===== src/rtl/hdlc_crc_pkg.sv =====
package hdlc_crc_pkg;

  localparam int BYTE_W        = 8;
  localparam int CRC_MAX_W     = 32;
  localparam int MAX_CRC_BYTES = CRC_MAX_W / BYTE_W;
  localparam int SEL_W         = $clog2(MAX_CRC_BYTES);
  localparam int CNT_W         = SEL_W + 1;

  localparam logic [CRC_MAX_W-1:0] POLY16_REFL = 32'h0000_8408;
  localparam logic [CRC_MAX_W-1:0] POLY32_REFL = 32'hEDB8_8320;
  localparam logic [CRC_MAX_W-1:0] GOOD16_INV  = 32'h0000_F0B8;
  localparam logic [CRC_MAX_W-1:0] GOOD32_INV  = 32'hDEBB_20E3;
  localparam logic [CRC_MAX_W-1:0] CRC_PRESET  = '1;

  typedef struct packed {
    logic             txFeed;
    logic             txEmit;
    logic [SEL_W-1:0] txSel;
    logic             txEnd;
    logic             rxFeed;
    logic             rxEnd;
    logic             rxOut;
    logic             rxStrip;
  } crcStrobes_t;

  // One byte through the reflected register, low bit first.
  function automatic logic [CRC_MAX_W-1:0] crcStep(
    input logic [CRC_MAX_W-1:0] cur,
    input logic [BYTE_W-1:0]    din,
    input logic                 wide
  );
    logic [CRC_MAX_W-1:0] c;
    logic [CRC_MAX_W-1:0] poly;
    c    = wide ? cur : {16'h0000, cur[15:0]};
    poly = wide ? POLY32_REFL : POLY16_REFL;
    c[BYTE_W-1:0] = c[BYTE_W-1:0] ^ din;
    for (int i = 0; i < BYTE_W; i++) begin
      c = c[0] ? ((c >> 1) ^ poly) : (c >> 1);
    end
    return c;
  endfunction

endpackage


===== src/rtl/hdlc_crc_ctrl.sv =====
module hdlc_crc_ctrl
  import hdlc_crc_pkg::*;
(
  input  logic        clk,
  input  logic        rstN,
  input  logic        cfgCrcEn,
  input  logic        cfgCrc32,
  input  logic        cfgKeepCrc,
  input  logic        txInValid,
  input  logic        txInLast,
  output logic        txInReady,
  input  logic        rxInValid,
  input  logic        rxInLast,
  output crcStrobes_t stb
);

  typedef enum logic {TX_PAY, TX_EMIT} txState_t;

  txState_t         txState;
  logic [SEL_W-1:0] emitCnt;
  logic [CNT_W-1:0] rxFill;
  logic [CNT_W-1:0] nBytes;
  logic             emitLast;
  logic             stripOn;

  always_comb begin
    nBytes   = cfgCrc32 ? CNT_W'(MAX_CRC_BYTES) : CNT_W'(MAX_CRC_BYTES / 2);
    emitLast = ({1'b0, emitCnt} == (nBytes - CNT_W'(1)));
    stripOn  = cfgCrcEn & ~cfgKeepCrc;

    txInReady   = (txState == TX_PAY);
    stb.txFeed  = txInValid & txInReady;
    stb.txEmit  = (txState == TX_EMIT);
    stb.txSel   = emitCnt;
    stb.txEnd   = (stb.txFeed & txInLast & ~cfgCrcEn) | (stb.txEmit & emitLast);

    stb.rxFeed  = rxInValid;
    stb.rxEnd   = rxInValid & rxInLast;
    stb.rxStrip = stripOn;
    stb.rxOut   = rxInValid & (~stripOn | (rxFill == nBytes));
  end

  always_ff @(posedge clk or negedge rstN) begin
    if (!rstN) begin
      txState <= TX_PAY;
      emitCnt <= '0;
    end else begin
      case (txState)
        TX_PAY: begin
          if (stb.txFeed && txInLast && cfgCrcEn) begin
            txState <= TX_EMIT;
            emitCnt <= '0;
          end
        end
        TX_EMIT: begin
          if (emitLast) begin
            txState <= TX_PAY;
            emitCnt <= '0;
          end else begin
            emitCnt <= emitCnt + SEL_W'(1);
          end
        end
        default: txState <= TX_PAY;
      endcase
    end
  end

  always_ff @(posedge clk or negedge rstN) begin
    if (!rstN) begin
      rxFill <= '0;
    end else if (stb.rxEnd) begin
      rxFill <= '0;
    end else if (stb.rxFeed && (rxFill != nBytes)) begin
      rxFill <= rxFill + CNT_W'(1);
    end
  end


  tx_emit_blocks_chk: assert property (@(posedge clk) disable iff (!rstN)
    (stb.txFeed && txInLast && cfgCrcEn) |=> !txInReady);


  tx_emit_resume_chk: assert property (@(posedge clk) disable iff (!rstN)
    (stb.txEmit && emitLast) |=> txInReady);


  rx_fill_bound_chk: assert property (@(posedge clk) disable iff (!rstN)
    rxFill <= CNT_W'(MAX_CRC_BYTES));

endmodule


===== src/rtl/hdlc_crc_datapath.sv =====
module hdlc_crc_datapath
  import hdlc_crc_pkg::*;
(
  input  logic              clk,
  input  logic              rstN,
  input  logic              cfgCrcEn,
  input  logic              cfgCrc32,
  input  logic              cfgInvert,
  input  crcStrobes_t       stb,
  input  logic [BYTE_W-1:0] txInData,
  input  logic [BYTE_W-1:0] rxInData,
  output logic              txOutValid,
  output logic [BYTE_W-1:0] txOutData,
  output logic              txOutLast,
  output logic              rxOutValid,
  output logic [BYTE_W-1:0] rxOutData,
  output logic              rxOutLast,
  output logic              rxOutErr
);

  localparam logic [SEL_W-1:0] OLD32 = SEL_W'(MAX_CRC_BYTES - 1);
  localparam logic [SEL_W-1:0] OLD16 = SEL_W'(MAX_CRC_BYTES / 2 - 1);

  logic [CRC_MAX_W-1:0] txCrc, rxCrc;
  logic [CRC_MAX_W-1:0] txNext, rxNext, txSendVal, rxCheck, goodVal;
  logic [BYTE_W-1:0]    emitByte, oldest;
  logic [BYTE_W-1:0]    rxDelay [MAX_CRC_BYTES];
  logic                 rxBad;

  always_comb begin
    txNext    = crcStep(txCrc, txInData, cfgCrc32);
    rxNext    = crcStep(rxCrc, rxInData, cfgCrc32);
    txSendVal = cfgInvert ? ~txCrc : txCrc;
    emitByte  = txSendVal[{stb.txSel, 3'b000} +: BYTE_W];
    rxCheck   = cfgCrc32 ? rxNext : {16'h0000, rxNext[15:0]};
    if (cfgCrc32) goodVal = cfgInvert ? GOOD32_INV : '0;
    else          goodVal = cfgInvert ? GOOD16_INV : '0;
    rxBad     = (rxCheck != goodVal);
    oldest    = rxDelay[cfgCrc32 ? OLD32 : OLD16];
  end

  // Transmit path
  always_ff @(posedge clk or negedge rstN) begin
    if (!rstN) begin
      txCrc      <= CRC_PRESET;
      txOutValid <= 1'b0;
      txOutData  <= '0;
      txOutLast  <= 1'b0;
    end else begin
      if (stb.txEnd)       txCrc <= CRC_PRESET;
      else if (stb.txFeed) txCrc <= txNext;
      txOutValid <= stb.txFeed | stb.txEmit;
      txOutLast  <= stb.txEnd;
      if (stb.txEmit)      txOutData <= emitByte;
      else if (stb.txFeed) txOutData <= txInData;
    end
  end

  // Receive path
  always_ff @(posedge clk or negedge rstN) begin
    if (!rstN) begin
      rxCrc      <= CRC_PRESET;
      rxOutValid <= 1'b0;
      rxOutData  <= '0;
      rxOutLast  <= 1'b0;
      rxOutErr   <= 1'b0;
    end else begin
      if (stb.rxEnd)       rxCrc <= CRC_PRESET;
      else if (stb.rxFeed) rxCrc <= rxNext;
      rxOutValid <= stb.rxOut;
      rxOutLast  <= stb.rxOut & stb.rxEnd;
      rxOutErr   <= stb.rxOut & stb.rxEnd & cfgCrcEn & rxBad;
      if (stb.rxOut) rxOutData <= stb.rxStrip ? oldest : rxInData;
    end
  end

  generate
    for (genvar g = 0; g < MAX_CRC_BYTES; g++) begin : gDelay
      always_ff @(posedge clk or negedge rstN) begin
        if (!rstN)           rxDelay[g] <= '0;
        else if (stb.rxFeed) rxDelay[g] <= (g == 0) ? rxInData : rxDelay[(g == 0) ? 0 : g - 1];
      end
    end
  endgenerate


  tx_last_valid_chk: assert property (@(posedge clk) disable iff (!rstN)
    txOutLast |-> txOutValid);


  tx_reinit_chk: assert property (@(posedge clk) disable iff (!rstN)
    stb.txEnd |=> (txCrc == CRC_PRESET));


  rx_err_on_last_chk: assert property (@(posedge clk) disable iff (!rstN)
    rxOutErr |-> (rxOutLast && rxOutValid));


  rx_err_needs_en_chk: assert property (@(posedge clk) disable iff (!rstN)
    rxOutErr |-> $past(cfgCrcEn));

endmodule


===== src/rtl/hdlc_crc_unit.sv =====
module hdlc_crc_unit
  import hdlc_crc_pkg::*;
(
  input  logic       clk,
  input  logic       rstN,
  input  logic       cfgCrcEn,
  input  logic       cfgCrc32,
  input  logic       cfgInvert,
  input  logic       cfgKeepCrc,
  input  logic       txInValid,
  input  logic [7:0] txInData,
  input  logic       txInLast,
  output logic       txInReady,
  output logic       txOutValid,
  output logic [7:0] txOutData,
  output logic       txOutLast,
  input  logic       rxInValid,
  input  logic [7:0] rxInData,
  input  logic       rxInLast,
  output logic       rxOutValid,
  output logic [7:0] rxOutData,
  output logic       rxOutLast,
  output logic       rxOutErr
);

  crcStrobes_t stb;

  hdlc_crc_ctrl i_ctrl (
    .clk        (clk),
    .rstN       (rstN),
    .cfgCrcEn   (cfgCrcEn),
    .cfgCrc32   (cfgCrc32),
    .cfgKeepCrc (cfgKeepCrc),
    .txInValid  (txInValid),
    .txInLast   (txInLast),
    .txInReady  (txInReady),
    .rxInValid  (rxInValid),
    .rxInLast   (rxInLast),
    .stb        (stb)
  );

  hdlc_crc_datapath i_datapath (
    .clk        (clk),
    .rstN       (rstN),
    .cfgCrcEn   (cfgCrcEn),
    .cfgCrc32   (cfgCrc32),
    .cfgInvert  (cfgInvert),
    .stb        (stb),
    .txInData   (txInData),
    .rxInData   (rxInData),
    .txOutValid (txOutValid),
    .txOutData  (txOutData),
    .txOutLast  (txOutLast),
    .rxOutValid (rxOutValid),
    .rxOutData  (rxOutData),
    .rxOutLast  (rxOutLast),
    .rxOutErr   (rxOutErr)
  );

endmodule


===== config.mk =====
export PLATFORM = sky130hd
export DESIGN_NAME = hdlc_crc_unit
export DESIGN_NICKNAME = d
export VERILOG_FILES = /design/src/rtl/hdlc_crc_pkg.sv /design/src/rtl/hdlc_crc_ctrl.sv /design/src/rtl/hdlc_crc_datapath.sv /design/src/rtl/hdlc_crc_unit.sv
export SDC_FILE = /design/constraint.sdc
export NUM_CORES = 1
export LEC_CHECK = 0
export BUFFER_PORTS_ARGS = -buffer_cell sky130_fd_sc_hd__buf_2
export CAP_MARGIN = 20
export CORE_ASPECT_RATIO = 1.5
export CORE_MARGIN = 1.5
export CORE_UTILIZATION = 54
export DETAILED_ROUTE_END_ITERATION = 6
export PLACE_DENSITY = 0.72
export SYNTH_ARGS = -nofsm -noshare
export SYNTH_HDL_FRONTEND = slang
export SYNTH_SLANG_ARGS = --single-unit
export TNS_END_PERCENT = 5

===== constraint.sdc =====
create_clock -name clk -period 4.3 [get_ports clk]
set_input_delay 0.86 -clock clk [delete_from_list [all_inputs] [get_ports clk]]
set_output_delay 0.86 -clock clk [all_outputs]
set_load 0.03 [all_outputs]

Word level (Yosys, flattened, before mapping)

Cells that the tools add are included.

Register bits: 123
Bits of input ports: 26
Output and inout bits: 22
Word-level logic and storage cells: 114

Mux-type cells: 44
Reduce and logical (&&, ||, !) cells: 7
Bitwise operators: 37
Magnitude comparators: 1
Eq/ne operators: 5
Shift operators: 1
$add $sub $neg: 3

Operator list:

| kind                  | count |
|---|---|
| $mux W32              | 27 |
| $xor A31 B32 Y32      | 16 |
| $mux W8               | 5 |
| $ne A32 B32 Y1        | 1 |
| $not A32 Y32          | 1 |
| $shiftx A32 B6 Y8     | 1 |
| $bmux W8 S2           | 1 |
| $mux W16              | 1 |
| $xor A8 B8 Y8         | 2 |
| $and A1 B1 Y1         | 10 |
| $mux W3               | 3 |
| $reduce_bool A2 Y1    | 4 |
| $mux W2               | 3 |
| $not A1 Y1            | 4 |
| $pmux W2 S2           | 1 |
| $add A3 B1 Y3 const B | 1 |
| $eq A2 B3 Y1          | 1 |
| $eq A3 B3 Y1          | 1 |
| $ge A3 B3 Y1 const B  | 1 |
| $logic_and A1 B1 Y1   | 3 |
| $ne A3 B3 Y1          | 1 |
| $not A2 Y3            | 1 |
| $or A1 B1 Y1          | 3 |
| $sub A3 B1 Y3 const B | 1 |
| other kinds (4)       | 5 |

Longest topological paths before layout

Gate-level depths: netlist of the first run.

Depth in word-level cells: 21
Mapped depth: 15
Mapped depth without buffers: 13

Cells and area by module

A second synthesis of the first run with hierarchy kept.

Cell total of the unflattened synthesis: 812
Area total of the unflattened synthesis: 8,249.2 µm²

By module, submodules not included:

| module            | area each (µm²) | instances | cells an instance | sequential area each (µm²) |
|---|---|---|---|---|
| hdlc_crc_datapath | 7,835.0         | 1         | 765               | 3,007.9 |
| hdlc_crc_ctrl     | 414.1           | 1         | 47                | 150.1 |

Least setup slack after synthesis of the first run

OpenSTA, ideal clock, no wires.

Path kind: input-to-reg
Start: input port cfgCrc32
End: register i_datapath.rxOutErr
Data required time: 4,156 ps
Path buffers: 3
Data arrival time: 3,870 ps
Library setup time: 144 ps
Cell stages on the path: 15
Slack: 286 ps
Cells stage by stage: buf_2 > inv_1 > clkbuf_1 > nor2_1 > xnor2_1 > ha_1 > nor2_2 > or3_1 > buf_6 > xnor3_1 > o31ai_1 > nor4b_2 > a31oi_1 > o31ai_1 > a2111oi_2

Longest elaborated chain between the ends: 20
Elaborated cells between the ends (all ways): 28
Those cells by class: eq/ne (2); mux (13); bitwise (13)

RTL lines:

| element                     | RTL line                               | text |
|---|---|---|
| start, declared             | hdlc_crc_unit.sv:7                     | `input logic cfgCrc32,` |
| $mux W32 (on tied branches) | hdlc_crc_pkg.sv:35, hdlc_crc_pkg.sv:34 |  |
| $xor A31 B32 Y32            | hdlc_crc_pkg.sv:38                     | `c = c[0] ? ((c >> 1) ^ poly) : (c >> 1);` |
| $mux W32                    | hdlc_crc_pkg.sv:38                     |  |
| $xor A31 B32 Y32            | hdlc_crc_pkg.sv:38                     |  |
| $mux W32                    | hdlc_crc_pkg.sv:38                     |  |
| $xor A31 B32 Y32            | hdlc_crc_pkg.sv:38                     |  |
| $mux W32                    | hdlc_crc_pkg.sv:38                     |  |
| $xor A31 B32 Y32            | hdlc_crc_pkg.sv:38                     |  |
| [4 not listed]              | n/a                                    |  |
| $mux W32                    | hdlc_crc_pkg.sv:38                     |  |
| $xor A31 B32 Y32            | hdlc_crc_pkg.sv:38                     |  |
| $mux W32                    | hdlc_crc_pkg.sv:38                     |  |
| $xor A31 B32 Y32            | hdlc_crc_pkg.sv:38                     |  |
| $mux W32                    | hdlc_crc_pkg.sv:38                     |  |
| $mux W32                    | hdlc_crc_datapath.sv:35                | `rxCheck = cfgCrc32 ? rxNext : {16'h0000, rxNext[15:0]};` |
| $ne A32 B32 Y1              | hdlc_crc_datapath.sv:38                | `rxBad = (rxCheck != goodVal);` |
| $and A1 B1 Y1 *             | hdlc_crc_datapath.sv:72                | `rxOutErr <= stb.rxOut & stb.rxEnd & cfgCrcEn & rxBad;` |
| end signal, assigned        | hdlc_crc_datapath.sv:72                |  |
| end, declared               | hdlc_crc_datapath.sv:18                | `output logic rxOutErr` |

Mark *: on every way between the ends. The rest lies on a longest branch, timed or not.
A chain may end at the register's enable or synchronous reset.

Final worst setup path of the first run

Ends and elaborated chain as after synthesis.

==> qor.txt, run 1 <==
number of synthesized flops with an enable pin: 0
asr flop ratio synth: 100%
share of cells above drive strength 1: 28.1%
synth top area cells: dfstp_2 21%, dfrtp_1 18%, xnor2_1 13%
nets@finish: 882
WP data required: 4570 ps
final period utilization: 85.4%
dpl ws: 229 ps
DP HPWL: 14900 µm
RSZ-0062 raised after global routing: false
Ant. Diodes: 0
met2 usage: 50.0%
setup bufs post-CTS: 0
multi-input combinational cell area: 4610 µm²
outcome: completed
Post-Route Setup TNS: 0 ps
# fillers: 1213
post-route cell area: 9200 µm²
met1 usage in global routing: 30.5%
Setup Crit Path Kind: in -> reg
Seq cells post-synth: 123
maximum clock rate: 272 MHz
Total Routed Length: 20700 µm
die area: 15600 µm²
Core Footprint: 14500 µm²
register area: 3160 µm²
starting density of the core: 55.1%
CP max FO: 9
synthesized area: 8010 µm²
top cell type's share of synthesized area: 21.0%
CP arrival: 3940 ps
syn nets: 831
area leader, netlist: dfstp_2
area grow syn2layout: 14.8%
number of H-tree levels: 4
Final Skew: 14.8 ps
normalized max-slew margin: 41.3%
root cell of the clock tree: clkbuf_16
Worst R2R End: i_datapath.rxOutErr
Avg Cell Area, Syn: 10.0 µm²
# IOs: 48
most frequent cell after synthesis: xnor2_1
post-DR vias/cell: 5.71
GRT Total Usage: 28.1%
initial drt markers: 322
hold_buf cts: 0
list of most frequent post-synthesis cells: 122 x xnor2_1, 104 x nor2_1, 93 x a21oi_1
placer congestion estimate: 0.974
final hold vios: 0
DRC viols: 0
Slew @ Worst Pin: 874 ps
Most used DFF post-synth: dfstp_2
post-route antenna net violation count: 0
Worst-path clk slew: 60 ps
chip width: 102 µm
R2R Setup Slk: 650 ps
met3 GRT Util: 4.17%
clk_lat worst skew: 420 ps
TritonCTS clock tree: built
TritonRoute pass-1 iters: 5
largest net degree at the start of global routing: 82
antenna violations before repair: 0
CTS Buffer Depth: 2
cell count after synthesis: 798
CTS resizes: 0
worst r2r src: i_datapath.rxCrc[6]
Hold Path Class: in -> async
vias in the first global route: 6484
grt total ovfl: 0
# rows: 54
Ys Warns: 0
clk sinks: 123
GR peak layer: met2
final worst setup slack: 630 ps
Final setup violation count: 0
PortBufs: 47
max-slew violations: 0
min Tclk post-route: 3670 ps
WL/cell: 19.6 µm
Die Ht: 152 µm
global-route wire length before repair: 33300 µm
Distinct cells, synth: 62
CTS buffer count: 17
DR vias: 6039
post-placement cell area: 8520 µm²
Register-to-Register Path Depth: 12
Max-Cap Viols: 0
Critical Path Sink Type: register
sequential fraction of the synthesis area: 39.4%
CP Launch Type: input pin
==> logic make-up (layout without fill, tap and decap cells) <==
family | count (synthesis) | after routing | share of synthesized area, %
muxes | 70 | 70 | 10.5
buffers and inverters | 58 | 122 | 3.11
adders and majority gates | 7 | 7 | 1.09
and+or+nand+nor | 202 | 202 | 11.5
xor gates and xnor gates | 178 | 178 | 22.4
DFF | 123 | 123 | 39.4
AOI/OAI and AO/OA | 160 | 160 | 11.9
==> layout by cell type, fill, tap and decap left out, types with 12 or more instances in the layout <==
cell,instances
a21oi_1,92
buf_2,45
buf_4,31
clkbuf_16,17
dfrtp_1,59
dfstp_2,64
inv_1,12
mux2_2,34
mux2i_1,28
nand2_1,55
nor2_1,104
o21ai_0,26
xnor2_1,122
xor2_1,37
==> cell type report <==
class                      count  share of cell area [%]
tap                          196                    2.67
clock inverter                13                    2.08
timing repair buffer          78                    5.58
clock buffer                  19                    4.71
sequential                   123                    34.3
inverter                      12                   0.490
multi-input combinational    617                    50.1
==> sequential cells by signal (all words and copies together), names as in the netlist <==
signal and count:
i_ctrl.emitCnt 2, i_ctrl.rxFill 3, i_ctrl.txState 1, i_datapath.rxCrc 32, i_datapath.rxDelay 32, i_datapath.rxOutData 8
i_datapath.rxOutErr 1, i_datapath.rxOutLast 1, i_datapath.rxOutValid 1, i_datapath.txCrc 32, i_datapath.txOutData 8, i_datapath.txOutLast 1
i_datapath.txOutValid 1
==> worst max-delay path: stages <==
cell and delay [ps]:
buf_4 120, inv_1 200, nor2_1 100, xnor2_1 130, ha_1 320, nor2_2 200
or3_1 540, xnor3_1 460, o31ai_1 270, nor4b_2 240, a31oi_1 70, o31ai_1 310
a2111oi_2 110
==> per-layer routing <==
metal | share of wire (%) | vias up
met2 | 54 | 189
met5 | 0 | -
li1 | - | 2827
met3 | 3.7 | 68
met1 | 37 | 2955
met4 | 5.6 | 0
==> worst max path at each step <==
stage / startpoint / endpoint / slack [ps] / cells past startpoint
2_1_floorplan: cfgCrc32 / i_datapath.rxOutErr / 290 / 15
3_3_place_gp: rxInData[6] / i_datapath.rxOutErr / 340 / 13
3_5_place_dp: rxInData[6] / i_datapath.rxOutErr / 230 / 13
4_1_cts: rxInData[6] / i_datapath.rxOutErr / 650 / 13
5_1_grt: rxInData[7] / i_datapath.rxOutErr / 330 / 11
6_report: cfgCrc32 / i_datapath.rxOutErr / 630 / 13
==> stage by stage <==
| step | std cells | utilization [%] | hold WS, ps |
|---|---|---|---|
| after floorplan | 798 | - | 467 |
| final | 1058 | 63.3 | 247 |
| after global routing | 1058 | 63.3 | 238 |
| after CTS | 1056 | 62.9 | 484 |
| after detailed placement | 1024 | 58.6 | 471 |
| after global placement | 1024 | 58.6 | 462 |
Power of run 1 is left out: the tool's default activity adds up to more than one toggle a clock period on the data nets, which glitch-free logic cannot reach.
==> run 2, diff against run 1 <==
- CORE_UTILIZATION: 54 -> 62
- PLACE_DENSITY: 0.72 -> 0.81
==> run 2 against run 1 <==
Net effect:
- fmax shrank 2.8%
- critical path depth did not move
- utilization is 9.4 points higher
- register-to-register slack worse by 100 ps
- global-route usage is 4.4 points higher
- worst setup slack lost 100 ps
- first-iteration DRC count increased by 22%
- highest routed layer unchanged
==> qor.txt, run 2 (synthesis gave the netlist of run 1 again) <==
most frequent cells in the layout: 122 x xnor2_1, 104 x nor2_1, 92 x a21oi_1 (unchanged)
# IOs: 48 (unchanged)
grt total ovfl: 0 (unchanged)
Critical Path Sink Type: register (unchanged)
final hold vios: 0 (unchanged)
post-DR vias/cell: 6.00 (was 5.71)
antenna violations before repair: 0 (unchanged)
DP HPWL: 14700 µm (was 14900 µm)
chip width: 95.8 µm (was 102 µm)
Setup Crit Path Kind: in -> reg (unchanged)
share of cells above drive strength 1: 28.4% (was 28.1%)
CTS buffer count: 17 (unchanged)
Die Ht: 142 µm (was 152 µm)
worst r2r src: i_datapath.rxCrc[6] (unchanged)
Worst R2R End: i_datapath.rxOutErr (unchanged)
Min-Delay Startpoint: i_datapath.rxOutData[5]
Worst Hold End: i_datapath.rxOutData[5]
highest metal used: met4 (unchanged)
root cell of the clock tree: clkbuf_16 (unchanged)
WP data required: 4580 ps (was 4570 ps)
Core Footprint: 12500 µm² (was 14500 µm²)
number of H-tree levels: 4 (unchanged)
Final setup violation count: 0 (unchanged)
post-route antenna net violation count: 0 (unchanged)
initial drt markers: 393 (was 322)
GRT Total Usage: 32.5% (was 28.1%)
clk sinks: 123 (unchanged)
hold_buf cts: 0 (unchanged)
normalized max-slew margin: 36.4% (was 41.3%)
Register-to-Register Path Depth: 12 (unchanged)
setup bufs post-CTS: 0 (unchanged)
final period utilization: 87.8% (was 85.4%)
DR WL met3: 765 µm (was 761 µm)
RSZ-0062 raised after global routing: false (unchanged)
Slew @ Worst Pin: 947 ps (was 874 ps)
area grow syn2layout: 13.5% (was 14.8%)
min Tclk post-route: 3770 ps (was 3670 ps)
starting density of the core: 64.0% (was 55.1%)
CP arrival: 4060 ps (was 3940 ps)
die area: 13600 µm² (was 15600 µm²)
global-route wire length before repair: 33200 µm (was 33300 µm)
outcome: completed (unchanged)
biggest regs: i_datapath.rxCrc x32, i_datapath.rxDelay x32, i_datapath.txCrc x32 (unchanged)
maximum clock rate: 265 MHz (was 272 MHz)
CTS Buffer Depth: 2 (unchanged)
vias in the first global route: 6485 (was 6484)
CTS resizes: 0 (unchanged)
WL/cell: 20.3 µm (was 19.6 µm)
largest net degree at the start of global routing: 73 (was 82)
Post-Route Setup TNS: 0 ps (unchanged)
DR vias: 6119 (was 6039)
CP max FO: 8 (was 9)
placer congestion estimate: 1.02 (was 0.974)
most common cell after layout, fill and taps aside: xnor2_1 (unchanged)
Max-Cap Viols: 0 (unchanged)
Worst-path clk slew: 60 ps (about the same)
post-placement cell area: 8490 µm² (was 8520 µm²)
routed wl met2: 11200 µm (about the same)
Final Skew: 10.4 ps (was 14.8 ps)
Total Routed Length: 20700 µm (about the same)
TritonCTS clock tree: built (unchanged)
hold depth: 2
worst hold slack: 478 ps (was 247 ps)
# rows: 50 (was 54)
DRC viols: 0 (unchanged)
PortBufs: 47 (unchanged)
TritonRoute pass-1 iters: 7 (was 5)
clk_lat worst skew: 420 ps (about the same)
nets@finish: 883 (was 882)
post-route cell area: 9090 µm² (was 9200 µm²)
Ant. Diodes: 0 (unchanged)
Hold Path Class: reg -> reg (was in -> async)
CP Launch Type: input pin (unchanged)
max-slew violations: 0 (unchanged)
Post-Route M1 WL: 7670 µm (was 7600 µm)
R2R Setup Slk: 550 ps (was 650 ps)
-- run 2: worst max-delay path by stage --
stage,to,cells after the start,startpoint,slack [ps]
after floorplan,i_datapath.rxOutErr,15,cfgCrc32,290
after global placement,i_datapath.rxOutErr,13,cfgCrc32,320
after detailed placement,i_datapath.rxOutErr,13,cfgCrc32,170
after CTS,i_datapath.rxOutErr,12,i_datapath.rxCrc[6],560
after global routing,i_datapath.rxOutErr,12,i_datapath.rxCrc[6],360
final,i_datapath.rxOutErr,13,cfgCrc32,530
-- run 2: worst max-delay path, stage by stage --
cell,delay (ps)
buf_4,140
inv_1,190
nor2_1,100
xnor2_1,130
ha_1,330
nor2_2,70
or3_1,630
xnor3_1,470
o31ai_1,250
nor4b_2,250
a31oi_1,100
o31ai_1,410
a2111oi_2,130
-- run 2: layout make-up --
type	count	area (µm²)
fillers	910	3420
multi-input cells	617	4610
clock inverters	13	105
clock buffers	19	464
flip-flops and latches	123	3160
well taps	156	195
repair buffers	79	513
inverters	12	45.0
-- run 2: per-stage QoR --
step | instances | setup WS [ps] | utilization, %
5_1_grt | 1019 | 360 | 72.7
3_3_place_gp | 986 | 325 | 67.9
6_report | 1019 | 525 | 72.7
3_5_place_dp | 986 | 166 | 67.9
2_1_floorplan | 798 | 286 | -
4_1_cts | 1018 | 563 | 72.4
-- run 2: metal layers --
metal  GRT usage, %  vias up
met1           35.9     3046
met3           4.75       68
met5              0        -
li1               -     2822
met4           18.9        0
met2           57.7      183
Power of run 2 is left out for the same reason.
